**config.mk**
```make
export PLATFORM = sky130hd
export DESIGN_NAME = call_ctrl
export DESIGN_NICKNAME = d
export VERILOG_FILES = /design/src/rtl/call_ctrl_pkg.sv /design/src/rtl/rec_timer.sv /design/src/rtl/msg_counter.sv /design/src/rtl/call_fsm.sv /design/src/rtl/call_ctrl.sv
export SDC_FILE = /design/constraint.sdc
export NUM_CORES = 1
export LEC_CHECK = 0
export BUFFER_PORTS_ARGS = -buffer_cell sky130_fd_sc_hd__buf_4
export CORE_AREA = 8 8 59 61
export CTS_CLUSTER_DIAMETER = 50
export DETAILED_ROUTE_END_ITERATION = 6
export DIE_AREA = 0 0 67 69
export GPL_TIMING_DRIVEN = 0
export PLACE_DENSITY = 0.71
export SYNTH_ARGS = -nofsm -noshare
export SYNTH_HDL_FRONTEND = slang
export SYNTH_SLANG_ARGS = --single-unit
```
**constraint.sdc**
```tcl
create_clock -name clk -period 1.9 [get_ports clk]
set_clock_uncertainty 0.15 [all_clocks]
set_input_delay 0.285 -clock clk [delete_from_list [all_inputs] [get_ports clk]]
set_output_delay 0.285 -clock clk [all_outputs]
set_load 0.01 [all_outputs]
```
**src/rtl/call_ctrl_pkg.sv**
```systemverilog
package call_ctrl_pkg;

    localparam int TONE_W = 4;
    localparam logic [TONE_W-1:0] TONE_REMOTE = 4'b0001;

    typedef enum logic [2:0] {
        ST_MON    = 3'd0,
        ST_PLAY   = 3'd1,
        ST_BEEP1  = 3'd2,
        ST_REC    = 3'd3,
        ST_BEEP2  = 3'd4,
        ST_HANG   = 3'd5,
        ST_REMOTE = 3'd6
    } ctrl_state_e;

    typedef struct packed {
        ctrl_state_e st;
        logic        on_seen;
        logic        rs;
    } fsm_regs_t;

endpackage

```
**src/rtl/rec_timer.sv**
```systemverilog
module rec_timer #(
    parameter int REC_LIMIT = 100
) (
    input  logic clk,
    input  logic rst_n,
    input  logic run,
    input  logic tick,
    output logic expire
);
    localparam int TW = $clog2(REC_LIMIT + 1);
    localparam logic [TW-1:0] LAST = TW'(REC_LIMIT - 1);

    logic [TW-1:0] cnt_d, cnt_q;

    always_comb begin
        cnt_d  = cnt_q;
        expire = 1'b0;
        if (!run) begin
            cnt_d = '0;
        end else if (tick) begin
            if (cnt_q == LAST) begin
                expire = 1'b1;
            end else begin
                cnt_d = cnt_q + 1'b1;
            end
        end
    end

    always_ff @(posedge clk or negedge rst_n) begin
        if (!rst_n) cnt_q <= '0;
        else        cnt_q <= cnt_d;
    end

    // the seconds count restarts whenever recording is not active
    assert_clear_R11: assert property (@(posedge clk) disable iff (!rst_n)
        (!run) |=> (cnt_q == '0));

endmodule

```
**src/rtl/msg_counter.sv**
```systemverilog
module msg_counter #(
    parameter int CNT_W = 8
) (
    input  logic             clk,
    input  logic             rst_n,
    input  logic             inc,
    output logic [CNT_W-1:0] count
);
    localparam logic [CNT_W-1:0] MAX = {CNT_W{1'b1}};

    logic [CNT_W-1:0] cnt_d, cnt_q;

    always_comb begin
        cnt_d = cnt_q;
        if (inc && cnt_q != MAX) cnt_d = cnt_q + 1'b1;
    end

    always_ff @(posedge clk or negedge rst_n) begin
        if (!rst_n) cnt_q <= '0;
        else        cnt_q <= cnt_d;
    end

    assign count = cnt_q;

    assert_no_wrap_R10: assert property (@(posedge clk) disable iff (!rst_n)
        (cnt_q == MAX) |=> (cnt_q == MAX));

    assert_step_R9: assert property (@(posedge clk) disable iff (!rst_n)
        (inc && cnt_q != MAX) |=> (cnt_q == $past(cnt_q) + 1'b1));

    assert_hold_R9: assert property (@(posedge clk) disable iff (!rst_n)
        (!inc) |=> $stable(cnt_q));

endmodule

```
**src/rtl/call_fsm.sv**
```systemverilog
module call_fsm
    import call_ctrl_pkg::*;
(
    input  logic              clk,
    input  logic              rst_n,
    input  logic              ring_done,
    input  logic              line_hangup,
    input  logic              machine_on,
    input  logic [TONE_W-1:0] tone_code,
    input  logic              sec_tick,
    input  logic              ann_done,
    input  logic              remote_done,
    input  logic              rec_expire,
    output logic              rec_run,
    output logic              msg_inc,
    output logic              off_hook,
    output logic              play_en,
    output logic              beep_en,
    output logic              rec_en,
    output logic              remote_start
);
    fsm_regs_t r_d, r_q;
    logic off_fall;
    logic remote_hit;

    always_comb begin
        off_fall   = r_q.on_seen & ~machine_on;
        remote_hit = (tone_code == TONE_REMOTE);
        r_d        = r_q;
        r_d.on_seen = machine_on;
        r_d.rs     = 1'b0;
        msg_inc    = 1'b0;
        if (r_q.st != ST_MON && off_fall) begin
            r_d.st = ST_MON;
        end else begin
            case (r_q.st)
                ST_MON: begin
                    if (ring_done && !line_hangup) r_d.st = ST_PLAY;
                end
                ST_PLAY: begin
                    if (remote_hit) begin
                        r_d.st = ST_REMOTE;
                        r_d.rs = 1'b1;
                    end else if (line_hangup) begin
                        r_d.st = ST_HANG;
                    end else if (ann_done) begin
                        r_d.st = ST_BEEP1;
                    end
                end
                ST_BEEP1: begin
                    if (remote_hit) begin
                        r_d.st = ST_REMOTE;
                        r_d.rs = 1'b1;
                    end else if (line_hangup) begin
                        r_d.st = ST_HANG;
                    end else if (sec_tick) begin
                        r_d.st = ST_REC;
                    end
                end
                ST_REC: begin
                    if (remote_hit) begin
                        r_d.st = ST_REMOTE;
                        r_d.rs = 1'b1;
                    end else if (line_hangup || rec_expire) begin
                        r_d.st = ST_BEEP2;
                    end
                end
                ST_BEEP2: begin
                    if (sec_tick) begin
                        r_d.st  = ST_HANG;
                        msg_inc = 1'b1;
                    end
                end
                ST_HANG:   r_d.st = ST_MON;
                ST_REMOTE: begin
                    if (remote_done) r_d.st = ST_HANG;
                end
                default:   r_d.st = ST_MON;
            endcase
        end
    end

    always_ff @(posedge clk or negedge rst_n) begin
        if (!rst_n) begin
            r_q.st      <= ST_MON;
            r_q.on_seen <= 1'b0;
            r_q.rs      <= 1'b0;
        end else begin
            r_q <= r_d;
        end
    end

    assign rec_run      = (r_q.st == ST_REC);
    assign play_en      = (r_q.st == ST_PLAY);
    assign rec_en       = (r_q.st == ST_REC);
    assign beep_en      = (r_q.st == ST_BEEP1) || (r_q.st == ST_BEEP2);
    assign off_hook     = (r_q.st != ST_MON) && (r_q.st != ST_HANG);
    assign remote_start = r_q.rs;

    assert_ring_answer_R2: assert property (@(posedge clk) disable iff (!rst_n)
        (r_q.st == ST_MON && ring_done && !line_hangup) |=> (r_q.st == ST_PLAY));

    assert_monitor_restart_R3: assert property (@(posedge clk) disable iff (!rst_n)
        (r_q.st == ST_MON && line_hangup) |=> (r_q.st == ST_MON));

    assert_hang_step_R4: assert property (@(posedge clk) disable iff (!rst_n)
        (r_q.st == ST_HANG) |=> (r_q.st == ST_MON));

    assert_start_pulse_R6: assert property (@(posedge clk) disable iff (!rst_n)
        remote_start |=> !remote_start);

    assert_remote_first_R7: assert property (@(posedge clk) disable iff (!rst_n)
        (r_q.st == ST_PLAY && tone_code == TONE_REMOTE && line_hangup && machine_on)
        |=> (r_q.st == ST_REMOTE));

    assert_off_abort_R8: assert property (@(posedge clk) disable iff (!rst_n)
        (r_q.st != ST_MON && r_q.on_seen && !machine_on) |=> (r_q.st == ST_MON));

endmodule

```
**src/rtl/call_ctrl.sv**
```systemverilog
module call_ctrl
    import call_ctrl_pkg::*;
#(
    parameter int CNT_W     = 8,
    parameter int REC_LIMIT = 100
) (
    input  logic              clk,
    input  logic              rst_n,
    input  logic              ring_done,
    input  logic              line_hangup,
    input  logic              machine_on,
    input  logic [TONE_W-1:0] tone_code,
    input  logic              sec_tick,
    input  logic              ann_done,
    input  logic              remote_done,
    output logic              off_hook,
    output logic              play_en,
    output logic              beep_en,
    output logic              rec_en,
    output logic              remote_start,
    output logic [CNT_W-1:0]  msg_count
);
    logic rec_run;
    logic rec_expire;
    logic msg_inc;

    call_fsm u_fsm (
        .clk          (clk),
        .rst_n        (rst_n),
        .ring_done    (ring_done),
        .line_hangup  (line_hangup),
        .machine_on   (machine_on),
        .tone_code    (tone_code),
        .sec_tick     (sec_tick),
        .ann_done     (ann_done),
        .remote_done  (remote_done),
        .rec_expire   (rec_expire),
        .rec_run      (rec_run),
        .msg_inc      (msg_inc),
        .off_hook     (off_hook),
        .play_en      (play_en),
        .beep_en      (beep_en),
        .rec_en       (rec_en),
        .remote_start (remote_start)
    );

    rec_timer #(.REC_LIMIT(REC_LIMIT)) u_timer (
        .clk    (clk),
        .rst_n  (rst_n),
        .run    (rec_run),
        .tick   (sec_tick),
        .expire (rec_expire)
    );

    msg_counter #(.CNT_W(CNT_W)) u_count (
        .clk   (clk),
        .rst_n (rst_n),
        .inc   (msg_inc),
        .count (msg_count)
    );

endmodule

```
Word level (Yosys, flattened, before mapping)
Index checks and enable logic that the tools add are counted.
- $add $sub $neg: 2
- equal/unequal tests: 17
- muxes and demuxes: 25
- bitwise gates (word level): 2
- reductions and logical operators: 12
- operators by type and width (cell ; number):
    $mux W3 ; 12
    $mux W7 ; 3
    $pmux W3 S6 ; 1
    $ne A5 B3 Y1 const B ; 2
    $mux W1 ; 9
    $add A8 B1 Y8 const B ; 1
    $ne A8 B8 Y1 const B ; 1
    $add A7 B1 Y7 const B ; 1
    $eq A7 B7 Y1 const B ; 1
    $eq A3 B2 Y1 const B ; 2
    $eq A3 B3 Y1 const B ; 2
    $ne A3 B2 Y1 const B ; 2
    $reduce_and A6 Y1 ; 1
    $eq A4 B1 Y1 const B ; 1
    $logic_and A1 B1 Y1 ; 4
    $ne A2 B2 Y1 const B ; 2
    $ne A4 B4 Y1 const B ; 1
    $eq A3 B1 Y1 const B ; 1
    $logic_not A3 Y1 ; 1
    $ne A3 B1 Y1 const B ; 1
    $ne A3 B3 Y1 const B ; 1
    $reduce_bool A3 Y1 ; 1
    $reduce_or A3 Y1 ; 1
    $logic_or A1 B1 Y1 ; 2
    4 further kinds ; 4
- bits in registers: 20
- bits of input ports: 12
- output and inout port bits: 13
- logic and storage cells: 63

Depth between registers and ports, before layout
- depth in word-level cells: 9
- depth in mapped cells: 5
- gate-level depth less buffers: 5

Cells and area by module
Synthesis repeated with hierarchy kept, for this count alone.
- cells, all modules: 128
- area, all modules: 1276.2 µm²
- modules (own cells, without submodules) (module ; times used ; cells each ; area an instance (µm²) ; seq. area each (µm²)):
    call_fsm ; 1 ; 50 ; 442.9 ; 125.1
    rec_timer ; 1 ; 44 ; 425.4 ; 175.2
    msg_counter ; 1 ; 34 ; 407.9 ; 200.2

Least setup slack after synthesis
Ideal clock, no wire load.
- kind: register -> register
- start point: register u_count.cnt_q[0], in the netlist u_count.count[0]
- end point: register u_count.cnt_q[1], in the netlist u_count.count[1]
- library setup time: 125 ps
- arrival: 1414 ps
- data required time: 1625 ps
- slack: 212 ps
- stages on the path, launching flop included: 5
- path buffers: 0
- period minus slack after synthesis: 1688 ps
- cells stage by stage: dfrtp_1 ha_1 nand3_1 o2111ai_2 mux2_2
- longest elaborated chain between the ends: 2
- elaborated cells between the ends (all ways): 3
- classes of those cells: add/sub (1); eq/ne (1); reduce/logical (1)
- ends and longest elaborated chain (item ; RTL line ; text):
    start, declared ; msg_counter.sv:11 ; logic [CNT_W-1:0] cnt_d, cnt_q;
    start signal, assigned ; msg_counter.sv:20 ; else cnt_q <= cnt_d;
    branches (longest 2 deep; another with $add A8 B1 Y8) ; -- ;
Parallel ways; which one is timed is not known.
A chain may end at the register's enable or synchronous reset.

Final worst setup path
- start point: input port machine_on
- end point: register u_count.cnt_q[1], in the netlist u_count.count[1]
- longest elaborated chain between the ends: 5
- ends and longest elaborated chain (item ; RTL line ; text):
    start, declared ; call_ctrl.sv:11 ; input logic machine_on,
    $not A1 Y1 ; call_fsm.sv:27 ; off_fall = r_q.on_seen & ~machine_on;
    $and A1 B1 Y1 ; call_fsm.sv:27 ;
    $logic_and A1 B1 Y1 ; call_fsm.sv:33 ; if (r_q.st != ST_MON && off_fall) begin
    $mux W1 ; call_fsm.sv:33 ;
    $logic_and A1 B1 Y1 ; msg_counter.sv:15 ; if (inc && cnt_q != MAX) cnt_d = cnt_q + 1'b1;
No other way between the ends.

==> run_results.csv <==
group,metric,value,unit
global_route,grt_usage,12.1,%
worst_setup_path,crit_type,"input port to register",
sta,report.final.slew_viol_count,0,
worst_setup_path,required,1.94,ns
worst_setup_path,arrival,1.82,ns
clock_tree,clockBufferDepth,2,
global_route,grt_overflow,0,
worst_setup_path,path_cells,"dlygate4sd3_1 > buf_4 > or2b_4 > o2111ai_2 > mux2_2",
detailed_routing,route.detailed.drc,0,
place,dp_hpwl,1.94,mm
clock_tree,htree_levels,1,
sta,rsz0062_at_grt,"no",
worst_setup_path,cpMaxStageDelayCell,"dlygate4sd3_1",
worst_setup_path,crit_fanout,8,
detailed_routing,wl,2.58,mm
status,status,"finished, final reports clean",
logic_synthesis,synthesis.nets,132,
logic_synthesis,synth-xor-area-share,10.0,%
clock_tree,cts_buffers,3,
logic_synthesis,ys.flop_type,"dfrtp_1",
pwr,p_per_area,1110,mW/mm²
worst_setup_path,r2r-start,"u_timer.cnt_q[3]$_DFFE_PN0P_",
detailed_routing,vias,991,
detailed_routing,wl_per_cell,14.5,µm
logic_synthesis,ys_ff_latch,20,
global_route,grt_max_degree,21,
clock_tree,post_cts.repair.setup_buffers,0,
worst_setup_path,timing.critical_path.buf_inv,2,
pwr,peakVddDrop,0.000743,V
sta,period_share,93.9,%
die,core,0.00262,mm²
sta,max-slew-margin-rel,61.2,%
detailed_routing,first_pass_iters,4,
place,gp_congestion,0.903,
sta,tightest_slew,0.567,ns
final_layout,drive_gt1_share,32.0,%
clock_tree,worst_skew_pair.late_latency,0.29,ns
logic_synthesis,synthSimpleGateAreaFrac,24.3,%
logic_synthesis,synth_compound_area_share,16.6,%
clock_tree,tritoncts,"built",
sta,max_freq,561,MHz
die,die_w,67,µm
logic_synthesis,synth_top_family_by_area,"simple AND/OR/NAND/NOR gates",
global_route,grt_pass1_vias,1007,
sta,finalSetupViolations,0,
hold_path,worstHoldStart,"tone_code[2]",
final_layout,n_fill_cell,253,
logic_synthesis,synth_edf_count,0,
place,placed_cell_area,0.00145,mm²
logic_synthesis,async_reset_ff_share,100,%
global_route,grt_pass1_wl,4.54,mm
clock_tree,cts_root_buffer,"clkbuf_4",
clock_tree,numClockSinks,20,
logic_synthesis,muxShareOfSynthArea,1.73,%
logic_synthesis,yosys_warnings,0,
worst_setup_path,start_kind,"input port",
logic_synthesis,synth_cells,118,
worst_setup_path,crit_family,"buffers and inverters",
die,die_h,69,µm
clock_tree,clk_pin_slew,0.11,ns
worst_setup_path,max_stage_delay,0.54,ns
final_layout,fin_nets,163,
sta,setup_tns,0,ns
die,start_util,46.9,%
hold_path,hp-class,"input port to register",
worst_setup_path,worstSetupStartpoint,"machine_on",
final_layout,fin_area,0.00149,mm²
die,io_pins,25,
sta,min_period,1.78,ns
run,drv_cap,0,
logic_synthesis,synth.distinct_cells,44,
global_route,antenna_found_initial,0,
die,row_count,19,
logic_synthesis,netlist_area,0.00123,mm²
final_layout,antenna_cells,0,
detailed_routing,first_iter_violations,38,
worst_setup_path,worstSetupEndpointType,"register",
detailed_routing,avgViaCountPerCell,5.57,
place,portBuffers,24,
sta,hold_viol,0,
final_layout,synthToLayoutAreaGrowth,21.4,%
detailed_routing,antenna_left,0,
logic_synthesis,synth_fa_ha_area_share,2.04,%
logic_synthesis,seq_area_frac_synth,40.8,%
pwr,p_leak,0.681,nW
pwr,power,1.65,mW
die,dieArea,0.00462,mm²
logic_synthesis,syn_area_per_cell,10.4,µm²
-- path summary, 6_finish.rpt --
| path | endpoint | slack (ns) | depth (start not counted) |
|---|---|---|---|
| min in group asynchronous | u_count.count[5]$_DFFE_PN0P_ | 0.25 | 2 |
| max in group asynchronous | u_fsm.r_q[3]$_DFFE_PN0P_ | 1.13 | 2 |
| hold / removal | u_fsm.remote_start$_DFF_PN0_ | 0.14 | 3 |
| hold reg to reg | u_count.count[6]$_DFFE_PN0P_ | 0.35 | 1 |
| setup / recovery | u_count.count[1]$_DFFE_PN0P_ | 0.12 | 5 |
| setup reg to reg | u_fsm.r_q[4]$_DFFE_PN0P_ | 0.12 | 4 |
-- layer usage --
layer / part of all wire [%] / vias up / wire length, µm / GRT usage [%]
li1: - / 487 / - / -
met1: 43 / 475 / 1110 / 14.8
met2: 49 / 27 / 1280 / 18.5
met3: 5.9 / 2 / 152 / 3.07
met4: 1.6 / 0 / 40 / 6.98
met5: 0 / - / 0 / 0
-- layout make-up --
class	count	area (µm²)	area share, %
sequential	20	502	33.7
multi-input combinational	90	671	45.0
clock buffer	3	22.5	1.51
inverter	5	18.8	1.26
buffer	3	36.3	2.44
tap	31	38.8	2.61
timing repair buffer	26	200	13.4
-- report_power, final --
group	internal, mW	total [mW]	switching [mW]	leakage, nW
combinational	0.436	0.863	0.427	0.400
clock	0.0736	0.195	0.121	0.0138
sequential	0.498	0.595	0.0969	0.267
-- worst min-delay path: cells and delay by family --
family | cells | cell delay [ns]
and+or+nand+nor | 2 | 0.18
buffers and inverters | 1 | 0.08
-- synthesized netlist by cell type, types with 2 or more instances --
cell type / instances / area, µm²
or3_1: 2 / 12.5
o211ai_1: 4 / 30.0
xnor2_1: 3 / 26.3
a21oi_1: 3 / 15.0
o21ai_0: 2 / 10.0
nor2b_1: 2 / 12.5
inv_1: 5 / 18.8
nand2_1: 6 / 22.5
nor3_1: 5 / 25.0
or4b_4: 2 / 27.5
nand3_1: 6 / 30.0
ha_1: 2 / 25.0
dfrtp_1: 20 / 500
xor2_1: 11 / 96.3
buf_6: 2 / 22.5
nor2_1: 12 / 45.0
nand2b_1: 2 / 12.5
nand4_1: 3 / 18.8
-- cells in the final DEF (no fill, tap or decap), types with 3 or more instances in the layout --
| cell | count |
|---|---|
| buf_4 | 24 |
| xnor2_1 | 3 |
| inv_1 | 5 |
| nand3_1 | 6 |
| o211ai_1 | 4 |
| nand4_1 | 3 |
| nor3_1 | 5 |
| a21oi_1 | 3 |
| clkbuf_4 | 3 |
| nor2_1 | 12 |
| nand2_1 | 6 |
| dfrtp_1 | 19 |
| xor2_1 | 11 |
-- kinds of logic (layout without fill, tap and decap cells) --
group	after synthesis	in the layout
buffers and inverters	8	37
xor gates and xnor gates	14	14
DFF	20	20
adders and majority gates	2	2
AOI/OAI and AO/OA	23	23
muxes	2	2
and+or+nand+nor	49	49
-- flip-flops by register name, summed over array words and instances (netlist names) --
name,count
u_count.count,8
u_fsm.r_q,4
u_fsm.remote_start,1
u_timer.cnt_q,7
-- metrics by stage --
step           hold slack (ns)  cells  utilization, %  setup WS (ns)
2_1_floorplan           -0.161    118               -          0.212
3_3_place_gp            0.0273    173            55.3          0.147
3_5_place_dp            0.0327    173            55.3          0.149
4_1_cts                  0.124    178            56.9         0.0954
5_1_grt                  0.105    178            56.9         0.0248
6_report                 0.143    178            56.9          0.117
-- repair_timing --
item	CTS	global route
endpoints found under the hold margin	21	0
gates resized for setup	0	1
endpoints found under the setup margin	0	1
hold buffers	2	0
(Power assumes the default switching activity.)
